**src/rtl/sprite0_hit_pkg.sv**
```systemverilog
// Package: shared widths and the per-pixel record used by the detector.
// Assumes a one-pixel-per-cycle pipeline with 2-bit pattern indices.
package sprite0_hit_pkg;
    localparam int unsigned COL_W   = 8;
    localparam int unsigned IDX_W   = 2;
    localparam int unsigned CLIP_W  = 8;

    typedef struct packed {
        logic             valid;
        logic [COL_W-1:0] col;
        logic [IDX_W-1:0] bg;
        logic [IDX_W-1:0] spr;
    } pixel_t;
endpackage

```
**src/rtl/sprite0_pixel_qual.sv**
```systemverilog
// Module: decides whether the presented pixel may register a hit,
// ignoring whether sprite zero is on the line. Assumes the clip window
// starts at column 0 and the last column is the all-ones column value.
module sprite0_pixel_qual #(
    parameter int unsigned COL_W  = 8,
    parameter int unsigned IDX_W  = 2,
    parameter int unsigned CLIP_W = 8
) (
    input  logic             pix_en,
    input  logic [COL_W-1:0] pix_x,
    input  logic             bg_render_en,
    input  logic             spr_render_en,
    input  logic             bg_left_en,
    input  logic             spr_left_en,
    input  logic [IDX_W-1:0] bg_idx,
    input  logic [IDX_W-1:0] spr0_idx,
    output logic             pix_ok
);
    localparam logic [COL_W-1:0] LAST_COL = {COL_W{1'b1}};

    logic in_clip;
    logic opaque_both;
    logic col_ok;

    // purpose: flag columns inside the left clip window (none if CLIP_W is 0)
    generate
        if (CLIP_W == 0) begin : g_noclip
            assign in_clip = 1'b0;
        end else begin : g_clip
            localparam logic [COL_W:0] CLIP_END = (COL_W+1)'(CLIP_W);
            assign in_clip = ({1'b0, pix_x} < CLIP_END);
        end
    endgenerate

    // purpose: combine opacity, enables and column masks
    always_comb begin
        opaque_both = (|bg_idx) && (|spr0_idx);
        col_ok      = (pix_x != LAST_COL) &&
                      (!in_clip || (bg_left_en && spr_left_en));
        pix_ok      = pix_en && opaque_both && col_ok &&
                      bg_render_en && spr_render_en;
    end
endmodule

```
**src/rtl/sprite0_line_track.sv**
```systemverilog
// Module: holds the current-line sprite-zero flag, copied from the
// evaluation (next-line) flag on the line-start strobe only.
// Assumes line_start pulses once before the first pixel of each line.
module sprite0_line_track (
    input  logic clk,
    input  logic rst_n,
    input  logic line_start,
    input  logic zero_next_line,
    output logic zero_cur_line
);
    // purpose: load the current-line copy at line start, else hold
    always_ff @(posedge clk) begin
        if (!rst_n)
            zero_cur_line <= 1'b0;
        else if (line_start)
            zero_cur_line <= zero_next_line;
    end

    assert_load_R7: assert property (@(posedge clk) disable iff (!rst_n)
        line_start |=> (zero_cur_line == $past(zero_next_line)));
    assert_hold_R7: assert property (@(posedge clk) disable iff (!rst_n)
        (!line_start && $past(rst_n)) |=> $stable(zero_cur_line));
endmodule

```
**src/rtl/sprite0_hit_flag.sv**
```systemverilog
// Module: sticky status bit, set by a hit strobe and cleared by the
// frame clear strobe; the clear takes priority. Assumes both inputs
// are single-cycle qualified strobes.
module sprite0_hit_flag (
    input  logic clk,
    input  logic rst_n,
    input  logic set_req,
    input  logic clr_req,
    output logic flag
);
    // purpose: sticky set, clear wins on collision
    always_ff @(posedge clk) begin
        if (!rst_n)
            flag <= 1'b0;
        else if (clr_req)
            flag <= 1'b0;
        else if (set_req)
            flag <= 1'b1;
    end

    assert_clear_R8: assert property (@(posedge clk) disable iff (!rst_n)
        clr_req |=> !flag);
    assert_sticky_R8: assert property (@(posedge clk) disable iff (!rst_n)
        (flag && !clr_req) |=> flag);
    assert_clear_wins_R9: assert property (@(posedge clk) disable iff (!rst_n)
        (clr_req && set_req) |=> !flag);
endmodule

```
**src/rtl/sprite0_hit_top.sv**
```systemverilog
// Module: sprite-zero-hit detector top. Qualifies each pixel, gates it
// with the current-line sprite-zero flag and drives the sticky status bit.
// Assumes one pixel per enabled cycle and strobes from the frame timer.
module sprite0_hit_top
    import sprite0_hit_pkg::*;
(
    input  logic             clk,
    input  logic             rst_n,
    input  logic             pix_en,
    input  logic [COL_W-1:0] pix_x,
    input  logic             frame_clr,
    input  logic             line_start,
    input  logic             zero_next_line,
    input  logic             bg_render_en,
    input  logic             spr_render_en,
    input  logic             bg_left_en,
    input  logic             spr_left_en,
    input  logic [IDX_W-1:0] bg_idx,
    input  logic [IDX_W-1:0] spr0_idx,
    output logic             hit_flag
);
    pixel_t px;
    logic   pix_ok;
    logic   zero_cur;
    logic   hit_now;

    // purpose: gather the pixel fields into one record
    always_comb begin
        px.valid = pix_en;
        px.col   = pix_x;
        px.bg    = bg_idx;
        px.spr   = spr0_idx;
    end

    sprite0_pixel_qual #(
        .COL_W (COL_W),
        .IDX_W (IDX_W),
        .CLIP_W(CLIP_W)
    ) u_qual (
        .pix_en       (px.valid),
        .pix_x        (px.col),
        .bg_render_en (bg_render_en),
        .spr_render_en(spr_render_en),
        .bg_left_en   (bg_left_en),
        .spr_left_en  (spr_left_en),
        .bg_idx       (px.bg),
        .spr0_idx     (px.spr),
        .pix_ok       (pix_ok)
    );

    sprite0_line_track u_line (
        .clk           (clk),
        .rst_n         (rst_n),
        .line_start    (line_start),
        .zero_next_line(zero_next_line),
        .zero_cur_line (zero_cur)
    );

    // purpose: a hit needs a qualified pixel while sprite zero is on this line
    always_comb hit_now = pix_ok && zero_cur;

    sprite0_hit_flag u_flag (
        .clk    (clk),
        .rst_n  (rst_n),
        .set_req(hit_now),
        .clr_req(frame_clr),
        .flag   (hit_flag)
    );

    assert_rise_opaque_R2: assert property (@(posedge clk) disable iff (!rst_n)
        $rose(hit_flag) |-> ($past(bg_idx) != '0 && $past(spr0_idx) != '0));
    assert_rise_pix_R3: assert property (@(posedge clk) disable iff (!rst_n)
        $rose(hit_flag) |-> $past(pix_en));
    assert_rise_render_R4: assert property (@(posedge clk) disable iff (!rst_n)
        $rose(hit_flag) |-> ($past(bg_render_en) && $past(spr_render_en)));
    assert_no_last_col_R6: assert property (@(posedge clk) disable iff (!rst_n)
        $rose(hit_flag) |-> ($past(pix_x) != {COL_W{1'b1}}));
endmodule

```
**config.mk**
```make
export PLATFORM = sky130hd
export DESIGN_NAME = sprite0_hit_top
export DESIGN_NICKNAME = d
export VERILOG_FILES = /design/src/rtl/sprite0_hit_pkg.sv /design/src/rtl/sprite0_pixel_qual.sv /design/src/rtl/sprite0_line_track.sv /design/src/rtl/sprite0_hit_flag.sv /design/src/rtl/sprite0_hit_top.sv
export SDC_FILE = /design/constraint.sdc
export NUM_CORES = 1
export LEC_CHECK = 0
export BUFFER_PORTS_ARGS = -buffer_cell sky130_fd_sc_hd__buf_2
export CAP_MARGIN = 10
export CORE_AREA = 2 2 39 41
export CTS_CLUSTER_DIAMETER = 80
export DETAILED_ROUTE_END_ITERATION = 7
export DIE_AREA = 0 0 41 43
export GPL_ROUTABILITY_DRIVEN = 0
export HOLD_SLACK_MARGIN = 0.15
export PLACE_DENSITY = 0.45
export SLEW_MARGIN = 20
export SYNTH_ARGS = -nofsm -noshare
export SYNTH_HDL_FRONTEND = slang
export SYNTH_HIERARCHICAL = 1
export SYNTH_SLANG_ARGS = --single-unit
export TNS_END_PERCENT = 5
```
**constraint.sdc**
```tcl
create_clock -name clk -period 3.08 [get_ports clk]
set_input_delay 0.308 -clock clk [delete_from_list [all_inputs] [get_ports clk]]
set_output_delay 0.308 -clock clk [all_outputs]
set_load 0.03 [all_outputs]
```
* Word-level counts from Yosys, hierarchy flattened
Cells that the tools add are included.
** Cells by class
- $lt $le $gt $ge :: 1
- Bitwise gates (word level) :: 1
- Equality and inequality tests :: 1
- Reduce and logical (&&, ||, !) cells :: 13
** Operators with widths (count)
- $logic_and 1x1->1 :: 8
- $lt 8x4->1 const B :: 1
- $ne 8x8->1 const B :: 1
- $reduce_or 2->1 :: 3
- $logic_not 1->1 :: 1
- $logic_or 1x1->1 :: 1
- $not 1->1 :: 1
** Word-level totals
- Output and inout port bits :: 1
- Word-level logic and storage cells :: 18
- Register bits after elaboration :: 2
- Bits of input ports :: 22

* Depth between registers and ports, before layout
Gate-level depths: netlist of the first run.
- Word-level depth :: 8
- Mapped depth :: 6
- Depth with buffers taken out :: 6

* Cells and area by module
The synthesis of the first run kept the hierarchy.
** Modules (own cells, without submodules)
- sprite0_pixel_qual :: cells an instance 8, times used 1, seq. area each 0.0 um2, area each 55.1 um2
- sprite0_hit_flag :: cells an instance 3, times used 1, seq. area each 20.0 um2, area each 36.3 um2
- sprite0_line_track :: cells an instance 3, times used 1, seq. area each 20.0 um2, area each 36.3 um2
- sprite0_hit_top :: cells an instance 1, times used 1, seq. area each 0.0 um2, area each 6.3 um2

* Worst setup path after synthesis of the first run
Ideal clock, no wire load.
- Path kind :: input-to-reg
- Start :: input bg_left_en
- End :: register u_flag.flag
- Data required time :: 2.964 ns
- Stages :: 6
- Slack :: 1.902 ns
- Arrival time :: 1.062 ns
- Library setup time :: 0.116 ns
- Path buffers :: 0
- Cells stage by stage :: a211o_1 nor4_2 nor4_1 and2_1 nor2_1 nor3b_2
** Between the ends
- Word-level cells in the longest chain between the ends :: 7
** Ends and longest elaborated chain
- from (decl) :: line sprite0_hit_top.sv:16 : input logic bg_left_en,
- $logic_and 1x1->1 :: line sprite0_pixel_qual.sv:39 : (!in_clip || (bg_left_en && spr_left_en));
- $logic_or 1x1->1 :: line sprite0_pixel_qual.sv:39
- $logic_and 1x1->1 :: line sprite0_pixel_qual.sv:38 : col_ok = (pix_x != LAST_COL) &&
- $logic_and 1x1->1 (2 in series) :: line sprite0_pixel_qual.sv:40 : pix_ok = pix_en && opaque_both && col_ok &&
- $logic_and 1x1->1 :: line sprite0_pixel_qual.sv:41 : bg_render_en && spr_render_en;
- via pix_ok :: line sprite0_hit_top.sv:23 : logic pix_ok;
- $logic_and 1x1->1 :: line sprite0_hit_top.sv:60 : always_comb hit_now = pix_ok && zero_cur;
- via hit_now :: line sprite0_hit_top.sv:25 : logic hit_now;
- to (signal assigned) :: line sprite0_hit_flag.sv:14 : flag <= 1'b0;
- to (signal assigned) :: line sprite0_hit_flag.sv:16 : flag <= 1'b0;
- to (signal assigned) :: line sprite0_hit_flag.sv:18 : flag <= 1'b1;
- to (decl) :: line sprite0_hit_flag.sv:9 : output logic flag
The timed path passes the listed nets, and every way through them passes these cells.
A chain may end at the register's enable or synchronous reset.

* Worst setup path in the final report of the first run
Same ends and word-level chain as after synthesis.

==> results of run 1 <==
sequential cells by signal, summed over array words and instances (netlist names):
signal / flops
u_flag/flag: 1
u_line/zero_cur_line: 1
worst max-delay path, cell delays in order:
cell     delay [ps]
buf_2            90
a211o_1         290
nor4_2          130
nor4_1           60
and2_1          150
nor2_1          110
nor3b_2          50
power by group through the flow:
stage,clock [W],sequential (W),combinational (W)
floorplan,0,0.0000276,0.00000435
finish,0.0000562,0.0000274,0.0000193
detailed placement,0,0.0000277,0.0000198
global route,0.0000624,0.0000275,0.0000222
global placement,0,0.0000277,0.0000197
CTS,0.0000601,0.0000274,0.0000199
layout by cell type (no fill, tap or decap):
cell	instances
o22ai_1	1
nor4_1	1
nor4_2	1
clkbuf_4	3
and2_1	1
nor2_1	2
a211o_1	1
dfxtp_1	2
nor3b_2	1
buf_2	22
nor2b_1	1
mux2i_1	1
nand3_1	1
nand4_1	2
worst paths after layout:
| check | from | endpoint | slack, ps | depth (start not counted) |
|---|---|---|---|---|
| max | bg_left_en | u_flag/flag | 1990 | 7 |
| min reg2reg | u_line/zero_cur_line | u_line/zero_cur_line | 520 | 2 |
| max reg2reg | u_line/zero_cur_line | u_flag/flag | 2370 | 3 |
| min | frame_clr | u_flag/flag | 260 | 2 |
per-stage QoR:
step                      instance area, um2   power, W  hold WS (ps)  std cells
after floorplan                          134  0.0000320           378         15
after global placement                   264  0.0000474           479         53
after detailed placement                 264  0.0000475           483         53
after CTS                                287   0.000107           249         56
after global routing                     287   0.000112           258         56
final                                    287   0.000103           256         56
layout make-up:
class,instances,share of cell area
Tap cell,16,0.0699
Timing Repair Buffer,22,0.384
Clock buffer,3,0.0786
Multi-Input combinational cell,13,0.328
Sequential cell,2,0.140
cell families after synthesis:
logic type and Yosys count:
AND/OR/NAND/NOR 10, multiplexers 1, AO/OA/AOI/OAI 2, flip-flops 2
routing by layer:
layer  up-vias  part of all wire  track usage
met1        83              0.50        0.115
li1        111                 -            -
met5         -                 0            0
met2        23              0.20       0.0625
met4         0            0.0072       0.0200
met3         2              0.29        0.105
==> reports/metrics.yaml, run 1 <==
status: "completed"
ctsHoldBuffers: 0
swShare: 0.201
grt_use_total: 0.0792
grt_max_degree: 3
max_freq_mhz: 917
fin_util: 0.207
ys_ff_latch: 2
final_max_slew_viol_count: 0
period_needed_ps: 1090
power_frac_comb: 0.188
drt-wirelength-per-cell_um: 9.91
crit_type: "in -> reg"
yosysTopAreaCell: "dfxtp_1"
antenna_cells: 0
worstSetupStartpointType: "primary input"
synthSimpleGateAreaFrac: 0.514
synthesis.area_um2: 134
holdCritPathClass: "in -> reg"
synth_top_flop_cell: "dfxtp_1"
synth-edff-count: 0
multi_input_area_um2: 93.8
syn-instance-count: 15
clk_pin_slew_worst_paths_ps: 30
numCtsBuffers: 3
cts_buffer_depth: 2
internal_power_w: 0.0000822
leakage_nw: 0.140
ys_types: 12
die_area_um2: 1760
grt_pass1_vias: 211
regArea_um2: 40.0
rsz0062_at_grt: "no"
seq_power_share: 0.266
skew_ps: 1.83
syn-num-nets: 37
wl_um: 555
drive_above_1_share: 0.675
grt_pass1_wl_um: 869
cts_resized: 0
syn_to_final_growth_pct: 114
synth_mux_area_frac: 0.0748
via_per_inst: 3.91
end_kind: "flip-flop"
fp.dieW_um: 41
irDropWorstVdd_mv: 0.137
hold_viol: 0
drt_iter0_drc: 2
postCtsSetupBuffers: 0
h-tree-depth: 1
finalSetupTns_ps: 0
pre_cts_ws_ps: 1750
synth_common_cells: "dfxtp_1 (2), nand4_1 (2), nor2_1 (2)"
port-buffer-count: 22
coreArea_um2: 1380
nFillCells: 160
max_slew.worst_pin.slew_ps: 202
antenna_found_initial: 0
worst_slack_ps: 1990
initial_core_util: 0.0967
io_pins: 23
finalSetupViolations: 0
async_flop_share: 0
worstPathRequired_ps: 3190
synth-compound-area-share: 0.112
syn_avg_cell_area_um2: 8.93
cts_tree: "built"
die_h_um: 43
ys_seq_area_frac: 0.299
ant_nets: 0
netlist.area_leader.share: 0.299
drv_cap: 0
p_clk_frac: 0.546
ys.warnings.count: 6
p_per_area_nw_per_um2: 359
gr-total-overflow: 0
worstPathMaxFanout: 1
fin_nets: 64
yosys.area_share.xor_xnor: 0
firstDrtPassIters: 2
drc: 0
synthAdderAreaFrac: 0
cp_data_arrival_time_ps: 1200
period_share: 0.354
clock-sinks: 2
fp-row-count: 14
synth_area_leaders: "dfxtp_1 (30%), nand4_1 (9.3%), nor3b_2 (9.3%), nor4_2 (9.3%), mux2i_1 (7.5%)"
switchingPower_w: 0.0000207
clock_latency_ps: 220
vias: 219
synth_top_family_by_area: "simple AND/OR/NAND/NOR gates"
root_buffer: "clkbuf_4"
max_slew_margin: 0.864
No activity file was read; power rests on OpenSTA's default activity.
==> run 2: changes to the inputs <==
--- a/config.mk
+++ b/config.mk
@@ -13,7 +13,7 @@
 export DIE_AREA = 0 0 41 43
 export GPL_ROUTABILITY_DRIVEN = 0
 export HOLD_SLACK_MARGIN = 0.15
-export PLACE_DENSITY = 0.45
+export PLACE_DENSITY = 0.46
 export SLEW_MARGIN = 20
 export SYNTH_ARGS = -nofsm -noshare
 export SYNTH_HDL_FRONTEND = slang
==> constraint.sdc (replaced) <==
create_clock -name clk -period 0.95 [get_ports clk]
set_input_delay 0.095 -clock clk [delete_from_list [all_inputs] [get_ports clk]]
set_output_delay 0.095 -clock clk [all_outputs]
set_load 0.03 [all_outputs]
==> run 2 against run 1 <==
Worst hold slack worse by 100 ps. Combinational power rose to 3.8 times the previous value. Utilization up 2.8 points. First-iteration DRC count is 50% lower. Global-route usage down 2.1 points. Clock power rose to 3.3 times the previous value. Critical path depth stayed put. Count of clock-buffer cells in the layout unchanged. Clock skew grew 2.1 ps. Sequential share of layout area down 1.7 points.
==> reports/metrics.yaml, run 2 (synthesis results as in run 1) <==
max_freq_mhz: 1150
initial_core_util: 0.0967
p_clk_frac: 0.537
h-tree-depth: 1
antenna_found_initial: 0
internal_power_w: 0.000277
grt_pass1_wl_um: 655
seq_power_share: 0.252
coreArea_um2: 1380
grt_pass1_vias: 213
clock-sinks: 2
p_per_area_nw_per_um2: 1080
finalSetupViolations: 0
io_pins: 23
hold_viol: 0
numCtsBuffers: 3
pre_cts_ws_ps: -206
cp_data_arrival_time_ps: 980
worst_slack_ps: 80.0
drv_cap: 0
reg.largest.list: "u_flag/flag x1, u_line/zero_cur_line x1"
fin_nets: 67
clock_latency_ps: 220
firstDrtPassIters: 2
antenna_cells: 0
grt_max_degree: 3
rsz0062_at_grt: "yes"
drt_iter0_drc: 1
power_frac_comb: 0.211
period_needed_ps: 870
fp.dieW_um: 41
finalNonFillerCells: 59
wl_um: 456
ant_nets: 0
crit_type: "in -> reg"
irDropWorstVdd_mv: 0.706
end_kind: "flip-flop"
worstPathRequired_ps: 1060
nFillCells: 163
fp-row-count: 14
drt-wirelength-per-cell_um: 7.73
vias: 224
max_slew.worst_pin.slew_ps: 213
dpl-instance-area_um2: 264
drive_above_1_share: 0.651
grt_use_total: 0.0581
gr-total-overflow: 0
stdcell_area_um2: 325
die_area_um2: 1760
status: "completed"
switchingPower_w: 0.0000726
worstPathMaxFanout: 1
leakage_nw: 0.156
most-common-layout-cells: "buf_2 (21), clkbuf_4 (3), dlygate4sd3_1 (3), dfxtp_1 (2), nand4_1 (2)"
final_max_slew_viol_count: 0
worstSetupStartpointType: "primary input"
via_per_inst: 3.80
clk_pin_slew_worst_paths_ps: 30
swShare: 0.207
die_h_um: 43
final_common_cell: "buf_2"
skew_ps: 3.90
holdCritPathClass: "in -> reg"
drc: 0
cts_buffer_depth: 2
cts_tree: "built"
max_slew_margin: 0.857
placed_cells_incl_taps: 53
period_share: 0.916
root_buffer: "clkbuf_4"
port-buffer-count: 22
syn_to_final_growth_pct: 143
run 2: cell count changes in the layout (fill, tap and decap cells not counted), sizes merged:
cell and change:
dlygate4sd3 +3
run 2: cell type report:
cell class / instances / area [um2] / share of cell area
repair buffers: 25 / 146 / 0.450
multi-input cells: 13 / 96.3 / 0.296
flip-flops and latches: 2 / 40.0 / 0.123
clock buffers: 3 / 22.5 / 0.0692
well taps: 16 / 20.0 / 0.0615
run 2: power by group through the flow:
stage | clock network (W) | registers, W | logic [W]
6_report | 0.000188 | 0.0000883 | 0.0000739
4_1_cts | 0.000193 | 0.0000883 | 0.0000717
5_1_grt | 0.000201 | 0.0000887 | 0.0000825
3_3_place_gp | 0 | 0.0000895 | 0.0000613
3_5_place_dp | 0 | 0.0000894 | 0.0000623
2_1_floorplan | 0 | 0.0000896 | 0.0000141
run 2: worst paths after layout:
check | depth (start not counted) | startpoint | slack, ps | endpoint
hold reg to reg | 2 | u_line/zero_cur_line | 500 | u_line/zero_cur_line
hold / removal | 3 | line_start | 150 | u_line/zero_cur_line
setup / recovery | 7 | bg_left_en | 80 | u_flag/flag
setup reg to reg | 3 | u_line/zero_cur_line | 260 | u_flag/flag
run 2: repair_timing:
action	4_1_cts	5_1_grt
setup buffers	0	0
resized for setup	0	2
hold buffers	3	0
endpoints found under the setup margin	0	1
hold endpoints to repair	2	0
run 2: routing by layer:
layer,share of wire,vias up,global-route usage
li1,-,117,-
met1,0.38,90,0.0511
met2,0.43,17,0.0938
met3,0.19,0,0.0628
met4,0,0,0
met5,0,-,0
run 2: stage by stage:
step / hold WS [ps] / util / total power [W] / TNS (ps)
final: 154 / 0.235 / 0.000350 / 0
after global routing: 163 / 0.235 / 0.000372 / -25.0
after CTS: 153 / 0.229 / 0.000353 / 0
after detailed placement: 264 / 0.191 / 0.000152 / -206
after global placement: 262 / 0.191 / 0.000151 / -211
after floorplan: 165 / - / 0.000104 / -15.5
run 2: critical path, stage by stage:
cell and delay [ps]:
buf_6 90, a211o_1 290, nor4_2 140, nor4_1 70
and2_1 160, nor2_2 90, nor3b_2 50
